==> config.mk <==
export PLATFORM = sky130hd
export DESIGN_NAME = region_guard
export DESIGN_NICKNAME = d
export VERILOG_FILES = /design/src/rtl/region_guard.sv
export SDC_FILE = /design/constraint.sdc
export NUM_CORES = 1
export LEC_CHECK = 0
export BUFFER_PORTS_ARGS = -buffer_cell sky130_fd_sc_hd__buf_2
export CELL_PAD_IN_SITES_DETAIL_PLACEMENT = 1
export CELL_PAD_IN_SITES_GLOBAL_PLACEMENT = 2
export CORE_UTILIZATION = 38
export CTS_BUF_LIST = sky130_fd_sc_hd__clkbuf_8
export CTS_CLUSTER_SIZE = 30
export DETAILED_ROUTE_END_ITERATION = 10
export HOLD_SLACK_MARGIN = 0.1
export PLACE_DENSITY_LB_ADDON = 0.1
export SYNTH_ARGS = -nofsm -noshare
export SYNTH_HDL_FRONTEND = slang
export SYNTH_SLANG_ARGS = --single-unit
==> constraint.sdc <==
create_clock -name clk -period 2.08 [get_ports clk]
set_input_delay 0.312 -clock clk [delete_from_list [all_inputs] [get_ports clk]]
set_output_delay 0.312 -clock clk [all_outputs]
set_load 0.05 [all_outputs]
==> src/rtl/region_guard.sv <==
module region_guard #(
  parameter int ADDR_W = 32,
  parameter int IDX_W  = 3,
  parameter bit XLATE  = 1'b1
) (
  input  logic              clk,
  input  logic              rst_n,
  input  logic              req_valid,
  input  logic [1:0]        req_type,
  input  logic [ADDR_W-1:0] req_vaddr,
  input  logic              iwr_en,
  input  logic [IDX_W-1:0]  iwr_region,
  input  logic [IDX_W-1:0]  iwr_base,
  input  logic [3:0]        iwr_attr,
  input  logic              dwr_en,
  input  logic [IDX_W-1:0]  dwr_region,
  input  logic [IDX_W-1:0]  dwr_base,
  input  logic [3:0]        dwr_attr,
  output logic              rsp_valid,
  output logic [ADDR_W-1:0] rsp_paddr,
  output logic [2:0]        rsp_perm,
  output logic [1:0]        rsp_cache,
  output logic              rsp_ok,
  output logic [1:0]        rsp_cause
);
  localparam int NREG = 1 << IDX_W;
  localparam int OFF_W = ADDR_W - IDX_W;
  localparam logic [3:0] RESET_ATTR = 4'd2;

  logic [IDX_W-1:0] ibase [NREG];
  logic [IDX_W-1:0] dbase [NREG];
  logic [3:0]       iattr [NREG];
  logic [3:0]       dattr [NREG];

  always_ff @(posedge clk or negedge rst_n) begin
    if (!rst_n) begin
      for (int r = 0; r < NREG; r++) begin
        ibase[r] <= IDX_W'(r);
        dbase[r] <= IDX_W'(r);
        iattr[r] <= RESET_ATTR;
        dattr[r] <= RESET_ATTR;
      end
    end else begin
      for (int r = 0; r < NREG; r++) begin
        if (iwr_en && iwr_region == IDX_W'(r)) begin
          iattr[r] <= iwr_attr;
          ibase[r] <= XLATE ? iwr_base : IDX_W'(r);
        end
        if (dwr_en && dwr_region == IDX_W'(r)) begin
          dattr[r] <= dwr_attr;
          dbase[r] <= XLATE ? dwr_base : IDX_W'(r);
        end
      end
    end
  end

  wire              is_fetch = (req_type == 2'd2);
  wire [IDX_W-1:0]  idx      = req_vaddr[ADDR_W-1 -: IDX_W];
  wire [IDX_W-1:0]  sel_base = is_fetch ? ibase[idx] : dbase[idx];
  wire [3:0]        sel_attr = is_fetch ? iattr[idx] : dattr[idx];

  logic [2:0] perm;
  logic [1:0] cache;
  always_comb begin
    case (sel_attr)
      4'd0:    begin perm = 3'b011; cache = 2'd1; end
      4'd1:    begin perm = 3'b111; cache = 2'd1; end
      4'd2:    begin perm = 3'b111; cache = 2'd0; end
      4'd3:    begin perm = 3'b100; cache = 2'd2; end
      4'd4:    begin perm = 3'b111; cache = 2'd2; end
      4'd14:   begin perm = 3'b011; cache = 2'd3; end
      default: begin perm = 3'b000; cache = 2'd0; end
    endcase
  end

  logic granted;
  logic [1:0] cause;
  always_comb begin
    case (req_type)
      2'd1:    begin granted = perm[1]; cause = 2'd2; end
      2'd2:    begin granted = perm[2]; cause = 2'd3; end
      default: begin granted = perm[0]; cause = 2'd1; end
    endcase
    if (granted) cause = 2'd0;
  end

  logic [ADDR_W-1:0] xl_paddr;
  if (XLATE) begin : g_xlate
    assign xl_paddr = {sel_base, req_vaddr[OFF_W-1:0]};
  end else begin : g_flat
    assign xl_paddr = req_vaddr;
  end

  always_ff @(posedge clk or negedge rst_n) begin
    if (!rst_n) begin
      rsp_valid <= 1'b0;
      rsp_paddr <= '0;
      rsp_perm  <= '0;
      rsp_cache <= '0;
      rsp_ok    <= 1'b0;
      rsp_cause <= '0;
    end else begin
      rsp_valid <= req_valid;
      if (req_valid) begin
        rsp_paddr <= xl_paddr;
        rsp_perm  <= perm;
        rsp_cache <= cache;
        rsp_ok    <= granted;
        rsp_cause <= cause;
      end
    end
  end
endmodule

[Word level (Yosys, flattened, before mapping)]
Cells that the tools add are included.
Word-level totals
  input port bits: 59
  output and inout port bits: 41
  bits in registers: 153
Operators by class
  multiplexer cells: 19
  $lt $le $gt $ge: 1
  bitwise operators: 1
  reductions and logical operators: 23
  eq/ne operators: 21
Operators by type and width (number)
  binary-select mux 4 bit (select 3 bit): 2
  equality test 3 bit, second input constant: 8
  two-way mux 4 bit: 5
  binary-select mux 3 bit (select 3 bit): 2
  logical AND 1 bit: 16
  two-way mux 3 bit: 5
  equality test 3 x 2 -> 1 bit, second input constant: 4
  case mux 3 bit (3 select lines): 1
  equality test 4 x 2 -> 1 bit, second input constant: 2
  equality test 3 x 1 -> 1 bit, second input constant: 2
  zero test 3 bit: 2
  case mux 2 bit (3 select lines): 1
  OR reduction 2 bit: 3
  equality test 4 x 1 -> 1 bit, second input constant: 1
  equality test 4 x 3 -> 1 bit, second input constant: 1
  equality test 4 bit, second input constant: 1
  >= comparator 4 bit, second input constant: 1
  zero test 4 bit: 1
  NOT 3 -> 4 bit: 1
  case mux 2 bit (2 select lines): 1
  OR reduction 3 bit: 1
  equality test 2 x 1 -> 1 bit, second input constant: 1
  equality test 2 bit, second input constant: 1
  two-way mux 2 bit: 1
  case mux 1 bit (2 select lines): 1

[Depth between registers and ports, before layout]
Gate-level depths: netlist of the first run.
  word-level depth: 10
  gate-level depth with buffers: 10
  mapped depth without buffers: 8

[Worst setup path before layout of the first run]
No wires, ideal clock.
  path kind: in2reg
  start point: input req_vaddr[30]
  end point: register rsp_paddr[29]
  setup slack: -0.141 ns
  stages: 6
  arrival: 2.096 ns
  data required time: 1.955 ns
  path through: buf_2 > buf_2 > buf_1 > mux4_2 > mux4_2 > mux2_2
On the way
  word-level cells in the longest chain between the ends: 5
  elaborated cells between the ends (all ways): 8
  those cells by class: mux (7); bitwise (1)
RTL lines
  from (decl): line 10  | input logic [ADDR_W-1:0] req_vaddr,
  NOT 3 -> 4 bit (implied by the code) *: line 59  | wire [IDX_W-1:0] sel_base = is_fetch ? ibase[idx] : dbase[idx];
  binary-select mux 3 bit (select 3 bit): line 59
  two-way mux 3 bit (implied by the code) (2 in a row): line 59
  two-way mux 3 bit *: line 59
  to (signal assigned): line 105  | rsp_paddr <= xl_paddr;
  to (decl): line 20  | output logic [ADDR_W-1:0] rsp_paddr,
Mark *: on every way between the ends. The rest lies on a longest branch, timed or not. The select of a mux whose other input is x is not followed.
A chain may end at the register's enable or synchronous reset.

[Worst setup path in the final report of the first run]
  start point: register dattr[25] (netlist bit)
  end point: register rsp_cache[1]
On the way
  word-level cells in the longest chain between the ends: 7
  elaborated cells between the ends (all ways): 12
  those cells by class: eq/ne (4); mux (5); reduce/logical (3)
RTL lines
  from (decl): line 33  | logic [3:0] dattr [NREG];
  from (signal, indexed assignment): line 50  | dattr[r] <= dwr_attr;
  binary-select mux 4 bit (select 3 bit) *: line 60  | wire [3:0] sel_attr = is_fetch ? iattr[idx] : dattr[idx];
  two-way mux 4 bit (implied by the code) * (2 in a row): line 60
  two-way mux 4 bit *: line 60
  equality test 4 x 3 -> 1 bit, or another cell as far along: line 65  | case (sel_attr)
  OR reduction 2 bit (no line)
  case mux 2 bit (3 select lines) *: line 65
  to (signal assigned): line 107  | rsp_cache <= cache;
  to (decl): line 22  | output logic [1:0] rsp_cache,
Marked as above.

==> results of run 1 <==
==> metrics by stage <==
stage / worst slack, ns / hold WS [ns] / instances
CTS: 0.0260 / 0.118 / 826
global placement: -0.276 / 0.285 / 764
finish: 0.0824 / 0.142 / 826
detailed placement: -0.351 / 0.292 / 764
floorplan: 0.00781 / 0.0164 / 427
global route: -0.0105 / 0.129 / 826
==> metal layers <==
| layer | vias to the layer above | share of wire | routed length (µm) |
|---|---|---|---|
| met5 | - | 0 | 0 |
| met4 | 0 | 0.015 | 231 |
| met3 | 18 | 0.038 | 599 |
| met2 | 97 | 0.49 | 7830 |
| met1 | 2233 | 0.46 | 7240 |
| li1 | 1926 | - | - |
==> how the worst max path moves through the flow <==
| stage | startpoint | to | cells after the start |
|---|---|---|---|
| 6_report | dattr[25]$_DFFE_PN1P_ | rsp_cache[1]$_DFFE_PN0P_ | 7 |
| 5_1_grt | dattr[4]$_DFFE_PN0P_ | rsp_cause[0]$_DFFE_PN0P_ | 6 |
| 4_1_cts | dattr[4]$_DFFE_PN0P_ | rsp_cause[1]$_DFFE_PN0P_ | 7 |
| 3_5_place_dp | req_vaddr[29] | rsp_cause[1]$_DFFE_PN0P_ | 8 |
| 3_3_place_gp | req_vaddr[29] | rsp_cause[0]$_DFFE_PN0P_ | 8 |
| 2_1_floorplan | req_vaddr[29] | rsp_cause[0]$_DFFE_PN0P_ | 9 |
==> cells in the final DEF, fill, tap and decap left out, types with 2 or more instances in the layout <==
cell and count:
buf_12 7, nand4_1 3, nand2_1 7, inv_6 3
buf_4 30, inv_1 7, clkinv_2 4, nand2b_1 2
bufinv_16 3, nand3_1 6, nor3_1 4, nor3b_1 4
ha_1 2, mux4_2 19, a32o_1 2, dfrtp_1 112
buf_2 98, nand4b_1 6, a22oi_2 2, a21oi_1 6
mux4_1 12, clkbuf_8 18, a22oi_1 2, nor2_1 6
clkinv_4 3, nor2b_1 2, and3_4 3, dfstp_2 40
dlygate4sd3_1 30, mux2_2 144, buf_6 2
==> kinds of logic after synthesis <==
kind of cell             after synthesis  synth area share
XOR/XNOR                               1           0.00128
adder cells (fa/ha/maj)                3           0.00511
buffers and inverters                 32            0.0257
AND/OR/NAND/NOR                       48            0.0436
multiplexers                         175             0.345
flip-flops                           152             0.562
AO/OA/AOI/OAI                         16            0.0171
==> power by group through the flow <==
| stage | registers, mW | logic (mW) | clock network [mW] |
|---|---|---|---|
| final | 3.97 | 2.11 | 2.38 |
| after global routing | 4.06 | 2.27 | 2.55 |
| after CTS | 3.98 | 2.11 | 2.44 |
| after detailed placement | 4.04 | 2.05 | 0 |
| after global placement | 4.00 | 1.99 | 0 |
| after floorplan | 4.34 | 1.10 | 0 |
==> area by class of cell <==
| class | instances | area, µm² | area share |
|---|---|---|---|
| Clock buffer | 18 | 248 | 0.0287 |
| Clock inverter | 14 | 170 | 0.0197 |
| Inverter | 7 | 26.3 | 0.00305 |
| Multi-Input combinational cell | 243 | 2870 | 0.332 |
| Sequential cell | 152 | 3850 | 0.447 |
| Tap cell | 225 | 282 | 0.0326 |
| Timing Repair Buffer | 167 | 1180 | 0.137 |
==> critical path: stages, from the launching register on <==
cell     delay (ns)
dfstp_2        0.37
mux4_1         0.49
a22oi_1        0.24
and3_4         0.27
buf_4          0.15
xnor2_1        0.06
a32oi_1        0.21
a21oi_1        0.09
==> what timing repair did <==
action / CTS / global route
gates cloned: 0 / 0
hold endpoints to repair: 67 / 0
pin swaps: 1 / 5
endpoints found under the setup margin: 3 / 6
setup buffers: 0 / 0
resized for setup: 3 / 8
hold buffers: 30 / 0
==> sequential cells by signal, summed over array words and instances, names as in the netlist <==
| register | cells |
|---|---|
| dattr | 32 |
| iattr | 32 |
| rsp_paddr | 32 |
| dbase | 24 |
| ibase | 24 |
| rsp_cache | 2 |
| rsp_cause | 2 |
| rsp_perm | 2 |
| rsp_ok | 1 |
| rsp_valid | 1 |
==> flow_summary_export.csv, run 1 <==
group,metric,value,unit
sta,rsz0062_at_grt,"yes",
worst_hold_path,min_from,"req_valid",
drt,ant_nets,0,
worst_setup_path,reg2reg_depth,7,
floorplan,num_io_pins,100,
sta,skew,0.0117,ns
logic_synthesis,syn_area,6860,µm²
floorplan,die_h,136,µm
power,swShare,0.299,
logic_synthesis,synth_top_cells_by_count,"mux2_2 (144), dfrtp_1 (112), dfstp_2 (40)",
logic_synthesis,synth_top_flop_cell,"dfrtp_1",
logic_synthesis,synth_top_cells_by_area,"dfrtp_1 (41%), mux2_2 (24%), dfstp_2 (15%), mux4_2 (5.9%), mux4_1 (5.0%)",
placement,gp_congestion,0.723,
global_routing,grtUsageMet2,0.306,
logic_synthesis,yosysSeqAreaShare,0.562,
floorplan,initial_core_util,0.392,
worst_setup_path,worstSetupPathType,"reg -> reg",
sta,setup_violations,0,
power,power_frac_seq,0.470,
global_routing,grt_util_met3,0.0362,
layout,synthToLayoutAreaGrowth,25.7,%
worst_setup_path,worstPathRequired,2.41,ns
worst_hold_path,min_path_cells,1,
floorplan,dieArea,18600,µm²
worst_setup_path,startpoint_type,"flip-flop",
power,p_clk_frac,0.281,
worst_setup_path,r2r-start,"dattr[25]$_DFFE_PN1P_",
drt,vias,4274,
logic_synthesis,yosysTopAreaCell,"dfrtp_1",
worst_hold_path,min_to,"rsp_valid$_DFF_PN0_",
floorplan,core-area,17500,µm²
placement,port_buffers,99,
cts,clock-root-buffer,"clkbuf_8",
cts,cts_max_level,4,
global_routing,overflow,0,
drt,drt_pass1_iterations,4,
power,peakVddDrop,0.519,mV
power,power.density,980,nW/µm²
placement,placedInstanceArea,7870,µm²
drt,via_per_inst,5.17,
global_routing,grtUsageMet1,0.244,
layout,finalCoreUtilization,0.493,
layout,drive_gt1_frac,0.637,
drt,drt_iter0_markers,84,
logic_synthesis,synth_top_area_frac,0.409,
logic_synthesis,synth.most_common_cell,"mux2_2",
floorplan,die_x,136,µm
placement,hpwl,11.3,mm
logic_synthesis,synth-seq-cells,152,
drt,wl_per_cell,19.3,µm
logic_synthesis,syn_avg_cell_area,16.1,µm²
worst_setup_path,cp_max_fo,5,
worst_setup_path,critPathArrivalTime,2.32,ns
power,p_int,5.92,mW
drt,drt-total-wl,15.9,mm
global_routing,top_usage_layer,"met2",
global_routing,grt_pass1_wl,25.6,mm
sta,setup-tns-final,0,ns
floorplan,rows,48,
layout,num-nets-final,649,
power,total_leakage_power,3.73,nW
layout,stdcell_area,8620,µm²
worst_setup_path,r2r-end,"rsp_cache[1]$_DFFE_PN0P_",
cts,numCtsBuffers,17,
worst_hold_path,hp-class,"in -> reg",
worst_setup_path,crit_path_end_kind,"flip-flop",
layout,fill_cells,1715,
layout,n_antenna_cell,0,
sta,fin_crit_sh,0.960,
status,status,"complete, no violations",
cts,clockBufferDepth,2,
logic_synthesis,netlist_instances,427,
power,p_switching,2.53,mW
sta,fmax,501,MHz
power,pwr-share-comb,0.249,
cts,cts_tree,"done",
sta,worst_slew_pin_slew,0.614,ns
power,power.total,8.45,mW
global_routing,grt_start_max_net_pins,51,
global_routing,antenna_found_initial,0,
logic_synthesis,synth_edf_count,0,
logic_synthesis,syn_nets,488,
sta,min_period,2.00,ns
global_routing,grt_pass1_vias,4671,
logic_synthesis,yosysWarnings,0,
sta,slew_headroom,0.588,
worst_setup_path,r2r_slack,0.08,ns
sta,hold_violations,0,
logic_synthesis,synth.distinct_cells,36,
logic_synthesis,synthArstFlopShare,1.00,
global_routing,track_usage,0.186,
cts,clkLatencyLatePin,0.45,ns
sta,slew_viol_final,0,
cts,cts_sinks,152,
cts,clk_pin_slew,0.09,ns
drt,drc_errors,0,
job,maxCapViolations,0,
Note: power is estimated with default switching activity, not from simulation.
==> run 2: changes to the inputs <==
--- a/config.mk
+++ b/config.mk
@@ -8,8 +8,7 @@
 export BUFFER_PORTS_ARGS = -buffer_cell sky130_fd_sc_hd__buf_2
 export CELL_PAD_IN_SITES_DETAIL_PLACEMENT = 1
 export CELL_PAD_IN_SITES_GLOBAL_PLACEMENT = 2
-export CORE_UTILIZATION = 38
-export CTS_BUF_LIST = sky130_fd_sc_hd__clkbuf_8
+export CORE_UTILIZATION = 37
 export CTS_CLUSTER_SIZE = 30
 export DETAILED_ROUTE_END_ITERATION = 10
 export HOLD_SLACK_MARGIN = 0.1
==> flow_summary_export.csv, run 2 (synthesized netlist as in run 1, its figures left out) <==
group,metric,value,unit
floorplan,die_x,138,µm
drt,drt_pass1_iterations,7,
worst_setup_path,cp_max_fo,6,
worst_setup_path,critPathMaxStageDelay,0.47,ns
placement,gp_congestion,0.736,
job,maxCapViolations,0,
worst_setup_path,cp-endpoint,"rsp_cause[1]$_DFFE_PN0P_",
global_routing,grt_start_max_net_pins,52,
sta,setup_violations,0,
drt,ant_nets,0,
global_routing,antenna_found_initial,0,
cts,numCtsBuffers,17,
worst_setup_path,startpoint_type,"flip-flop",
sta,slew_viol_final,0,
drt,drt_iter0_markers,121,
worst_setup_path,worstPathRequired,2.38,ns
status,status,"finished with violations",
floorplan,die_h,138,µm
layout,num-nets-final,617,
worst_setup_path,reg2reg_depth,6,
worst_hold_path,min_path_cells,2,
drt,via_per_inst,5.26,
cts,clockBufferDepth,2,
sta,slew_headroom,0.597,
cts,cts_tree,"done",
worst_setup_path,cp-startpoint,"dattr[16]$_DFFE_PN0P_",
layout,drive_gt1_frac,0.664,
sta,rsz0062_at_grt,"yes",
layout,fill_cells,1791,
worst_setup_path,critPathArrivalTime,2.34,ns
sta,hold_violations,0,
global_routing,overflow,0,
worst_setup_path,worstSetupPathType,"reg -> reg",
cts,postCtsSetupRepairBufs,0,
cts,clkLatencyLatePin,0.42,ns
global_routing,grt_pass1_wl,26.5,mm
worst_setup_path,crit_path_end_kind,"flip-flop",
placement,dp_cells,765,
worst_setup_path,cpMaxStageDelayCell,"mux4_2",
global_routing,grt_pass1_vias,4561,
worst_setup_path,r2r-end,"rsp_cause[1]$_DFFE_PN0P_",
cts,cts_sinks,152,
floorplan,num_io_pins,100,
power,total_leakage_power,3.66,nW
layout,fin_cells,798,
worst_setup_path,r2r-start,"dattr[16]$_DFFE_PN0P_",
floorplan,rows,49,
drt,drc_errors,33,
worst_setup_path,r2r_slack,0.04,ns
sta,skew,0.00655,ns
floorplan,dieArea,19100,µm²
sta,setup-tns-final,0,ns
placement,port_buffers,99,
power,peakVddDrop,0.601,mV
sta,worst_slew_pin_slew,0.601,ns
floorplan,core-area,18100,µm²
sta,fin_crit_sh,0.982,
placement,hpwl,11.2,mm
status,violations,"DRC",
layout,synthToLayoutAreaGrowth,23.5,%
cts,cts_max_level,4,
power,power.density,1100,nW/µm²
layout,final_cell_mix,"mux2_2 (144), dfrtp_1 (112), buf_2 (98)",
global_routing,track_usage,0.181,
drt,vias,4199,
layout,reg_top3,"dattr x32, iattr x32, rsp_paddr x32",
sta,fmax,490,MHz
drt,wl_per_cell,19.8,µm
worst_setup_path,cp_cell_sequence,"mux4_2 > a22oi_2 > and3_4 > nor4b_4 > a21oi_2 > a32o_1",
worst_hold_path,hp-class,"in -> reg",
sta,min_period,2.04,ns
cts,clk_pin_slew,0.06,ns
layout,final_common_cell,"mux2_2",
drt,drt-total-wl,15.8,mm
cts,clock-root-buffer,"clkbuf_16",
layout,n_antenna_cell,0,
floorplan,initial_core_util,0.379,
run 2: per-layer routing:
layer,share of wire,GRT usage,vias up,wire length (µm)
li1,-,-,1869,-
met1,0.46,0.249,2210,7310
met2,0.48,0.285,99,7670
met3,0.037,0.0405,21,578
met4,0.017,0.0615,0,261
met5,0,0,-,0
run 2: worst min-delay path by stage:
stage	slack (ns)	start	endpoint
after floorplan	0.02	rst_n	dattr[0]$_DFFE_PN0P_
after detailed placement	0.23	rst_n	rsp_paddr[3]$_DFFE_PN0P_
after global placement	0.22	rst_n	rsp_paddr[3]$_DFFE_PN0P_
after CTS	0.10	req_vaddr[11]	rsp_paddr[11]$_DFFE_PN0P_
final	0.12	req_vaddr[13]	rsp_paddr[13]$_DFFE_PN0P_
after global routing	0.10	req_vaddr[21]	rsp_paddr[21]$_DFFE_PN0P_
run 2: power by group:
part	internal (mW)	leakage, nW	switching, mW	total, mW
Sequential	3.68	1.75	0.310	3.99
Clock	2.05	0.298	1.21	3.26
Combinational	0.973	1.61	1.08	2.05
Total	6.70	3.66	2.60	9.30
run 2: layout make-up:
class	instances	area, µm²	share of cell area
Clock buffer	21	450	0.0532
Clock inverter	11	171	0.0202
Inverter	7	26.3	0.00310
Multi-Input combinational cell	243	2870	0.338
Sequential cell	152	3850	0.455
Tap cell	229	287	0.0338
Timing Repair Buffer	135	816	0.0963
run 2: what timing repair did:
action / 4_1_cts / 5_1_grt
pin swaps: 2 / 9
resized for setup: 5 / 8
hold buffers: 1 / 0
cloned: 0 / 0
endpoints found under the hold margin: 30 / 0
setup endpoints to repair: 3 / 6
run 2: per-stage QoR:
step	util	setup slack [ns]	power, mW	instance area [µm²]	hold WS (ns)
after floorplan	-	0.00781	5.43	6870	0.0164
after global placement	0.431	-0.285	5.98	7800	0.221
after detailed placement	0.431	-0.334	6.08	7800	0.227
after CTS	0.467	-0.000945	9.41	8450	0.101
after global routing	0.468	-0.0492	9.76	8470	0.104
final	0.468	0.0376	9.30	8470	0.119
run 2: critical path: cells and delay by family, from the launching register on:
family | cells | cell delay (ns)
mux | 1 | 0.47
compound gates | 3 | 0.56
simple gates | 2 | 0.51
flops | 1 | 0.37
